===== src/rtl/pipe_pd_gate.sv =====
module pipe_pd_gate #(
  parameter int THR_W = 3
) (
  input  logic             clk,
  input  logic             rst_n,
  input  logic             ux_enter,
  input  logic [1:0]       ux_target,
  input  logic             ux_exit,
  input  logic             rx_elec_idle,
  input  logic             rx_valid,
  input  logic             rx_dec_err,
  input  logic             phy_status,
  input  logic             cfg_delay_en,
  input  logic [THR_W-1:0] cfg_err_thresh,
  input  logic             cfg_exit_in_px,
  output logic [1:0]       power_down,
  output logic             done
);

  localparam int CNT_W = THR_W + 3;
  localparam logic [CNT_W-1:0] CNT_MAX = '1;

  typedef enum logic [2:0] {
    S_U0, S_HOLD, S_ENT, S_LOW, S_XPX, S_XIT
  } st_t;

  st_t              st;
  logic [1:0]       tgt;
  logic [CNT_W-1:0] cnt;
  logic             rv_q;
  logic             pend;

  wire quiet   = rx_elec_idle && !rx_valid;
  wire rv_fall = rv_q && !rx_valid;
  wire err_hit = (cfg_err_thresh != '0) && (cnt >= {cfg_err_thresh, 3'b000});
  wire release_ok = !cfg_delay_en || quiet || rv_fall || err_hit;
  wire go_enter = ux_enter && (ux_target != 2'b00);

  always_ff @(posedge clk) begin
    if (!rst_n) begin
      st         <= S_U0;
      power_down <= 2'b00;
      tgt        <= 2'b00;
      cnt        <= '0;
      rv_q       <= 1'b0;
      pend       <= 1'b0;
      done       <= 1'b0;
    end else begin
      rv_q <= rx_valid;
      done <= 1'b0;
      case (st)
        S_U0: if (go_enter) begin
          tgt  <= ux_target;
          cnt  <= '0;
          pend <= 1'b0;
          if (!cfg_delay_en) begin
            power_down <= ux_target;
            st         <= S_ENT;
          end else begin
            st <= S_HOLD;
          end
        end
        S_HOLD: begin
          if (ux_exit) begin
            st <= S_U0;
          end else if (release_ok) begin
            power_down <= tgt;
            st         <= S_ENT;
          end else if (rx_dec_err && cnt != CNT_MAX) begin
            cnt <= cnt + 1'b1;
          end
        end
        S_ENT: begin
          if (ux_exit) pend <= 1'b1;
          if (phy_status) begin
            done <= 1'b1;
            st   <= S_LOW;
          end
        end
        S_LOW: if (ux_exit || pend) begin
          pend <= 1'b0;
          if (cfg_exit_in_px) begin
            st <= S_XPX;
          end else begin
            power_down <= 2'b00;
            st         <= S_XIT;
          end
        end
        S_XPX: if (!rx_elec_idle) begin
          power_down <= 2'b00;
          st         <= S_XIT;
        end
        S_XIT: if (phy_status) begin
          done <= 1'b1;
          st   <= S_U0;
        end
        default: st <= S_U0;
      endcase
    end
  end

  a_r1_px_from_p0: assert property (@(posedge clk) disable iff (!rst_n)
    ($changed(power_down) && power_down != 2'b00) |-> $past(power_down) == 2'b00);

  a_r1_entry_code: assert property (@(posedge clk) disable iff (!rst_n)
    (st == S_ENT) |-> power_down == tgt);

  a_r2_immediate: assert property (@(posedge clk) disable iff (!rst_n)
    (st == S_U0 && go_enter && !cfg_delay_en) |=> power_down == $past(ux_target));

  a_r3_hold_p0: assert property (@(posedge clk) disable iff (!rst_n)
    (st == S_HOLD && !ux_exit && cfg_delay_en && !quiet && !rv_fall && !err_hit)
      |=> power_down == 2'b00);

  a_r6_wait_stable: assert property (@(posedge clk) disable iff (!rst_n)
    ((st == S_ENT || st == S_XIT) && !phy_status) |=> $stable(power_down));

  a_r6_done_ack: assert property (@(posedge clk) disable iff (!rst_n)
    done |-> $past(phy_status));

  a_r8_px_exit_hold: assert property (@(posedge clk) disable iff (!rst_n)
    (st == S_XPX && rx_elec_idle) |=> $stable(power_down));

  a_r9_cancel: assert property (@(posedge clk) disable iff (!rst_n)
    (st == S_HOLD && ux_exit) |=> (power_down == 2'b00 && !done));

endmodule


===== config.mk =====
export PLATFORM = sky130hd
export DESIGN_NAME = pipe_pd_gate
export DESIGN_NICKNAME = d
export VERILOG_FILES = /design/src/rtl/pipe_pd_gate.sv
export SDC_FILE = /design/constraint.sdc
export NUM_CORES = 1
export LEC_CHECK = 0
export BUFFER_PORTS_ARGS = -buffer_cell sky130_fd_sc_hd__clkbuf_2
export CORE_ASPECT_RATIO = 1.75
export CORE_MARGIN = 2
export CORE_UTILIZATION = 31
export DETAILED_ROUTE_END_ITERATION = 8
export PLACE_DENSITY = 0.54
export SETUP_SLACK_MARGIN = 0.15
export SKIP_CTS_REPAIR_TIMING = 1
export SLEW_MARGIN = 30
export SYNTH_ARGS = -nofsm -noshare
export SYNTH_HDL_FRONTEND = slang
export SYNTH_SLANG_ARGS = --single-unit

===== constraint.sdc =====
create_clock -name clk -period 2 [get_ports clk]
set_input_delay 0.4 -clock clk [delete_from_list [all_inputs] [get_ports clk]]
set_output_delay 0.4 -clock clk [all_outputs]
set_load 0.02 [all_outputs]

==> results of run 1 <==
## layout make-up
class | count | area share, %
Multi-Input combinational cell | 121 | 55.0
Sequential cell | 16 | 20.9
Timing Repair Buffer | 35 | 14.1
Tap cell | 48 | 3.85
Clock buffer | 4 | 3.53
Inverter | 10 | 2.56
## routing by layer
layer,track usage (%),vias up,routed length (um)
met4,10.5,0,117
met2,31.0,33,1940
li1,-,626,-
met3,1.89,8,103
met1,15.6,621,1450
met5,0,-,0
## registers in the layout, summed over array words and instances (netlist names)
name,cells
rv_q,1
tgt,2
st,3
power_down,2
cnt,6
pend,1
done,1
## placed cells by master (no fill, tap or decap), drive strengths merged, types with 4 or more instances in the layout
cell type,netlist,layout
dfxtp,16,16
inv,10,10
a21o,4,4
ha,5,5
nand3,9,9
mux2i,9,9
nand2,19,19
nor2,11,11
a21oi,7,7
a22oi,4,4
clkbuf,5,21
and2,5,5
buf,4,18
o21ai,11,11
## critical path: cells and delay by family, from the launching register on
family,cells,cell delay (ns)
AOI/OAI and AO/OA,3,0.80
DFF,1,0.35
adders and majority gates,1,0.25
muxes,1,0.22
and+or+nand+nor,1,0.07
buffers and inverters,1,0.05
## metrics by stage
step / utilization [%] / total power (uW) / hold slack, ns
global route: 40.8 / 1440 / 0.377
CTS: 38.8 / 1330 / 0.360
finish: 40.8 / 1360 / 0.366
global placement: 37.4 / 1010 / 0.446
floorplan: - / 850 / 0.464
detailed placement: 37.4 / 1030 / 0.456
## path summary, 6_finish.rpt
check,start,endpoint,cells after the start
worst max-delay path,cnt[3],power_down[1],7
worst min register to register,power_down[0],power_down[0],2
worst min-delay path,rx_valid,rv_q,2
worst max register to register,cnt[3],power_down[1],7
## cell families after synthesis
logic type	after synthesis	synth area share [%]
compound gates	42	24.6
fa+ha+maj	5	5.13
flops	16	26.3
buf+inv	19	6.78
mux	9	7.39
simple gates	65	29.8
## power by group through the flow
stage,clock [uW],sequential (uW),combinational (uW)
after floorplan,0,407,442
after global placement,0,428,586
after detailed placement,0,428,599
after CTS,304,422,600
after global routing,316,432,689
final,296,426,643
==> flow_summary.toml, run 1 <==
[place]
placed_area_sq_um = 1430
gp_congestion = 0.943
placed_cells = 227
place_worst_setup_slack_ns = -0.0559
dp_hpwl_mm = 2.71
io_buffer_count = 17

[worst_setup_path]
crit_path_top_delay_cell = "dfxtp_2"
crit_path_max_incr_delay_ns = 0.35
path_class = "flop to flop"
path_cells = "inv_4 -> ha_4 -> nand3b_1 -> a32o_2 -> o211a_4 -> a211oi_4 -> mux2i_1"
cp-end-kind = "flop"
crit_fanout = 4
cp-start-kind = "flop"
critPathArrivalTime_ns = 2.00
critPathRequiredTime_ns = 2.18
reg2reg_setup_slack_ns = 0.18

[power]
seq_power_share_pct = 31.2
p_sw_share_pct = 38.2
power.density_nw_per_um2 = 873
power.static_leakage_uw = 0.000639
intPower_uw = 843
vdd_ir_drop_max_v = 0.000607
power_frac_comb_pct = 47.1
power.switching_uw = 521
clock_power_share_pct = 21.7

[sta]
finalSetupTns_ns = 0
rsz0062_at_grt = "yes"
timing.final.crit_share_pct = 91.0
tightest_slew_ns = 0.552
finalHoldViolations = 0
min_period_ns = 1.82
clock.fmax_ghz = 0.550
relSlewSlack_pct = 62.9
setup_violations = 0
layout_setup_ws_ns = 0.180
finClkSkew_ns = 0.00176
final_max_slew_viol_count = 0

[job]
cap_viol_max_count = 0

[finish]
area_growth_pct = 28.1
final_area_sq_um = 1560
multiInputGateArea_sq_um = 860
fin_nets = 207
n_fill_cell = 430
drive_gt1_share_pct = 31.2
seq_area_sq_um = 327
fin_cells = 234
diodes = 0

[clock_network]
cts.sinks = 16
clkLatencyLatePin_ns = 0.25
htree_levels = 1
path_clk_slew_ns = 0.06
cts-root-buf = "clkbuf_8"
ctsLongestPathBuffers = 2
numCtsBuffers = 3
cts_tree = "done"

[global_routing]
grt_max_degree = 17
antenna_found_initial = 0
grt_first_pass_wirelength_mm = 5.38
grt_overflow_total = 0
track_usage_pct = 16.3
grt_pass1_vias = 1205

[routing]
wl_per_cell_um = 15.4
first_iter_violations = 40
ant_nets = 0
viasPerCell = 5.50
num_vias = 1288
drt_pass1_iterations = 4
wirelength_mm = 3.61
drc = 0

[die]
floorplan.initialDensity_pct = 31.8
die_x_um = 51.4
die-area_sq_um = 4470
die_h_um = 86.9
row_count = 30
fp.coreArea_sq_um = 3830
ios = 18

[yosys]
synthFlopType = "dfxtp_1"
yosys.area.top_type_share_pct = 26.3
yosys.area.top_type = "dfxtp_1"
ys_seq_area_share_pct = 26.3
yosys_warnings = 0
synth_edf_count = 0
async_flop_share_pct = 0
synth.most_common_cell = "nand2_1"
syn_area_sq_um = 1220
ys_types = 45
synth_common_cells = "nand2_1, dfxtp_1, nor2_1, o21ai_0, inv_1"
syn_avg_cell_area_sq_um = 7.81
synth_fp_nets = 176
syn_inst = 156
ys_ff_latch = 16
synthTopCellsByArea = "dfxtp_1, mux2i_1, nand2_1"

[outcome]
run_status = "finished, final reports clean"

[min_path]
hold_path_class = "primary input to flop"
Power figures use the tool's default switching activity.
==> run 2: changes to the inputs <==
- CTS_CLUSTER_SIZE: default -> 16
- clock period: 2 -> 2.2 ns (I/O delays scaled with it)
==> flow_summary.toml, run 2 (synthesized netlist as in run 1, its figures left out) <==
[die]
floorplan.initialDensity_pct = 31.8
die_h_um = 86.9
ios = 18
die-area_sq_um = 4470
row_count = 30
die_x_um = 51.4
fp.coreArea_sq_um = 3830

[global_routing]
antenna_found_initial = 0
grt_first_pass_wirelength_mm = 5.95
grt_pass1_vias = 1279
grt_overflow_total = 0
track_usage_pct = 17.4
grt_max_degree = 20

[power]
power.density_nw_per_um2 = 828
finalPower_uw = 1200
power.static_leakage_uw = 0.000581
vdd_ir_drop_max_v = 0.000543

[clock_network]
cts-root-buf = "clkbuf_8"
clkLatencyLatePin_ns = 0.26
numCtsBuffers = 3
ctsLongestPathBuffers = 2
path_clk_slew_ns = 0.07
cts.sinks = 16
cts_tree = "done"
htree_levels = 1

[sta]
setup_violations = 0
finalSetupTns_ns = 0
tightest_slew_ns = 0.495
relSlewSlack_pct = 66.9
min_period_ns = 2.02
final_max_slew_viol_count = 0
clock.fmax_ghz = 0.496
rsz0062_at_grt = "yes"
finalHoldViolations = 0
timing.final.crit_share_pct = 91.7
finClkSkew_ns = 0.00367

[routing]
wl_per_cell_um = 16.3
ant_nets = 0
viasPerCell = 5.72
drt_pass1_iterations = 4
drc = 0
num_vias = 1282
first_iter_violations = 49
wirelength_mm = 3.65

[worst_setup_path]
crit_path_top_delay_cell = "or4_1"
setup.worst_path.end = "cnt[3]"
path_cells = "ha_1 -> o21ai_0 -> a32o_1 -> o211ai_1 -> or4_1 -> nand3_1"
r2r-start = "cnt[4]"
cp-end-kind = "flop"
critPathArrivalTime_ns = 2.22
cp-start-kind = "flop"
crit_start = "cnt[4]"
crit_fanout = 5
crit_path_max_incr_delay_ns = 0.59
critPathRequiredTime_ns = 2.40
r2r_end = "cnt[3]"
reg2reg_setup_slack_ns = 0.18
r2r_cells = 6
path_class = "flop to flop"

[place]
gp_congestion = 0.946
io_buffer_count = 17
dp_hpwl_mm = 2.70

[job]
cap_viol_max_count = 0

[finish]
largest_register_ffs = 6
largestRegisters = "cnt x6, st x3"
fin_nets = 197
area_growth_pct = 19.1
drive_gt1_share_pct = 23.3
layout_common_cells = "nand2_1, clkbuf_2, dfxtp_1"
diodes = 0
regMostFlops = "cnt"
n_fill_cell = 423
final_common_cell = "nand2_1"

[min_path]
hold_path_class = "primary input to flop"

[outcome]
run_status = "finished, final reports clean"
==> run 2: final cells by class <==
cell class / count / area [sq um] / area share [%]
multi-input combinational: 121 / 831 / 57.2
sequential: 16 / 323 / 22.2
timing repair buffer: 25 / 145 / 10.0
tap: 48 / 60.1 / 4.14
clock buffer: 4 / 55.1 / 3.79
inverter: 10 / 37.5 / 2.59
==> run 2: stage by stage <==
step,hold WS (ns),area (sq um),cells,setup slack (ns),util (%)
finish,0.388,1450,224,0.183,37.9
global route,0.393,1450,224,0.0914,37.9
CTS,0.394,1420,222,0.182,37.1
detailed placement,0.458,1360,218,0.0521,35.6
global placement,0.450,1360,218,0.153,35.6
floorplan,0.464,1220,156,0.347,-
==> run 2: worst min path at each step <==
stage | from | to | slack [ns] | cells past startpoint
floorplan | tgt[0] | tgt[0] | 0.46 | 2
global placement | power_down[0] | power_down[0] | 0.45 | 2
detailed placement | power_down[0] | power_down[0] | 0.46 | 2
CTS | rx_valid | rv_q | 0.39 | 2
global route | rx_valid | rv_q | 0.39 | 2
finish | rx_valid | rv_q | 0.39 | 2
==> run 2: critical path, delay by kind of cell (launching register included) <==
kind | cells | cell delay [ns]
flip-flops | 1 | 0.35
AND/OR/NAND/NOR | 2 | 0.67
adder cells (fa/ha/maj) | 1 | 0.27
AO/OA/AOI/OAI | 3 | 0.67
==> run 2: metal layers <==
metal / GRT usage [%] / up-vias / routed length (um)
met5: 0 / - / 0
met4: 9.57 / 0 / 123
met3: 2.23 / 13 / 195
met2: 32.1 / 61 / 1960
met1: 18.4 / 602 / 1380
li1: - / 606 / -
==> run 2: power by group <==
| group | leakage, uW | internal [uW] | switching (uW) |
|---|---|---|---|
| sequential | 0.000131 | 333 | 62.3 |
| clock | 0.0000288 | 159 | 114 |
| combinational | 0.000421 | 239 | 294 |
==> run 3: changes to the inputs <==
- ABC_AREA: default -> 1
==> flow_summary.toml, run 3 <==
[yosys]
yosys_warnings = 0
syn_avg_cell_area_sq_um = 6.40
yosys.area.top_type_share_pct = 27.5
synth.most_common_cell = "nand2_1"
syn_inst = 182
synth_edf_count = 0
ys_ff_latch = 16
synthFlopType = "dfxtp_1"
yosys.area.top_type = "dfxtp_1"
synth_common_cells = "nand2_1, nor2_1, nand3_1"
async_flop_share_pct = 0
synthTopCellsByArea = "dfxtp_1, nand2_1, nor2_1"
syn_area_sq_um = 1160
ys_types = 25
ys_seq_area_share_pct = 27.5
synth_fp_nets = 202

[worst_setup_path]
crit_path_max_incr_delay_ns = 0.53
cpLargestDelayFamily = "simple AND/OR/NAND/NOR gates"
r2r_cells = 8
reg2reg_setup_slack_ns = 0.59
cp_num_buf_inv = 1
r2r-start = "st[2]"
cp-start-kind = "flop"
cp_num_cells = 8
critPathRequiredTime_ns = 2.35
path_class = "flop to flop"
cp-end-kind = "flop"
r2r_end = "power_down[0]"
path_common_cell = "nand3_1"
crit_path_top_delay_cell = "dfxtp_1"
critPathArrivalTime_ns = 1.77
path_cells = "buf_4 -> nor2_1 -> nand3_1 -> nand3_1 -> nor3_2 -> nand3_1 -> nand2_1 -> nor2_1"
crit_fanout = 6

[sta]
tightest_slew_ns = 0.499
finalHoldViolations = 0
relSlewSlack_pct = 66.4
setup_violations = 0
clock.fmax_ghz = 0.620
finalSetupTns_ns = 0
timing.final.crit_share_pct = 73.3
finClkSkew_ns = 0.00176
min_period_ns = 1.61
rsz0062_at_grt = "no"
final_max_slew_viol_count = 0

[routing]
drc = 0
viasPerCell = 4.81
wl_per_cell_um = 11.5
drt_pass1_iterations = 4
num_vias = 1188
ant_nets = 0
first_iter_violations = 23
wirelength_mm = 2.84

[die]
floorplan.initialDensity_pct = 32.1
fp.coreArea_sq_um = 3630
die-area_sq_um = 4280
die_h_um = 85.1
die_x_um = 50.3
ios = 18
row_count = 29

[clock_network]
clkLatencyLatePin_ns = 0.25
htree_levels = 1
cts.sinks = 16
path_clk_slew_ns = 0.07
numCtsBuffers = 3
cts_tree = "done"
cts-root-buf = "clkbuf_8"
ctsLongestPathBuffers = 2

[finish]
layout_common_cells = "nand2_1, nor2_1, nand3_1"
drive_gt1_share_pct = 20.4
final_common_cell = "nand2_1"
largestRegisters = "cnt x6, st x3"
largest_register_ffs = 6
n_fill_cell = 413
seq_area_sq_um = 320
diodes = 0
area_growth_pct = 15.3
multiInputGateArea_sq_um = 731
regMostFlops = "cnt"
fin_nets = 222

[min_path]
hold_path_class = "primary input to flop"
min_from = "rx_valid"
worstHoldEndpoint = "rv_q"
holdPathStages = 3

[place]
gp_congestion = 0.872
io_buffer_count = 17
dp_hpwl_mm = 2.35

[global_routing]
grt_first_pass_wirelength_mm = 4.77
grt_pass1_vias = 1077
antenna_found_initial = 0
track_usage_pct = 14.8
grt_overflow_total = 0
grt_max_degree = 15

[power]
finalPower_uw = 1710
vdd_ir_drop_max_v = 0.000753
power.static_leakage_uw = 0.000637
power.density_nw_per_um2 = 1280

[outcome]
run_status = "finished, final reports clean"

[job]
cap_viol_max_count = 0
run 3: changes by cell type in the layout (fill, tap and decap cells not counted), moves of 6 or more:
cell,before,now
nand2_1,19,41
nor2_1,11,31
nand3_1,9,21
a21oi_1,5,16
mux2i_1,9,0
inv_1,10,17
buf_4,8,2
run 3: worst max-delay path by stage:
stage / end / from
2_1_floorplan: cnt[4] / cfg_err_thresh[2]
4_1_cts: power_down[0] / st[2]
3_5_place_dp: cnt[1] / cfg_err_thresh[2]
3_3_place_gp: cnt[1] / cfg_err_thresh[2]
6_report: power_down[0] / st[2]
5_1_grt: cnt[2] / cnt[5]
run 3: logic make-up after synthesis:
group | after synthesis | share of synthesized area [%]
compound gates | 28 | 13.6
fa+ha+maj | 5 | 5.37
buf+inv | 25 | 9.77
flops | 16 | 27.5
simple gates | 108 | 43.7
run 3: area by class of cell:
type | count | share of cell area (%)
inverter | 21 | 5.87
timing repair buffer | 19 | 7.46
clock buffer | 4 | 4.10
multi-input combinational | 141 | 54.4
tap | 46 | 4.29
sequential | 16 | 23.9
run 3: metal layers:
| layer | track usage, % | wire [um] | part of all wire [%] | vias up |
|---|---|---|---|---|
| li1 | - | - | - | 624 |
| met1 | 14.4 | 1040 | 37 | 543 |
| met2 | 30.0 | 1710 | 60 | 19 |
| met3 | 1.58 | 64 | 2.3 | 2 |
| met4 | 5.90 | 27 | 0.95 | 0 |
| met5 | 0 | 0 | 0 | - |
run 3: through the flow:
stage | instances | hold WS, ns | setup WS (ns) | cell area (sq um) | utilization [%]
floorplan | 182 | 0.426 | 0.627 | 1160 | -
global placement | 243 | 0.438 | 0.436 | 1290 | 35.5
detailed placement | 243 | 0.437 | 0.417 | 1290 | 35.5
CTS | 247 | 0.385 | 0.572 | 1340 | 37.0
global route | 247 | 0.397 | 0.410 | 1340 | 37.0
finish | 247 | 0.386 | 0.588 | 1340 | 37.0
run 3: where the power goes:
group	leakage [uW]	switching, uW	internal (uW)	total [uW]
clock network	0.0000288	113	159	273
registers	0.000131	85.8	376	461
logic	0.000477	628	353	981
total	0.000637	827	888	1710
run 3: worst register-to-register path: stages, from the launching register on:
cell and delay (ns):
dfxtp_1 0.53, buf_4 0.21, nor2_1 0.07, nand3_1 0.11
nand3_1 0.11, nor3_2 0.25, nand3_1 0.12, nand2_1 0.08
nor2_1 0.04
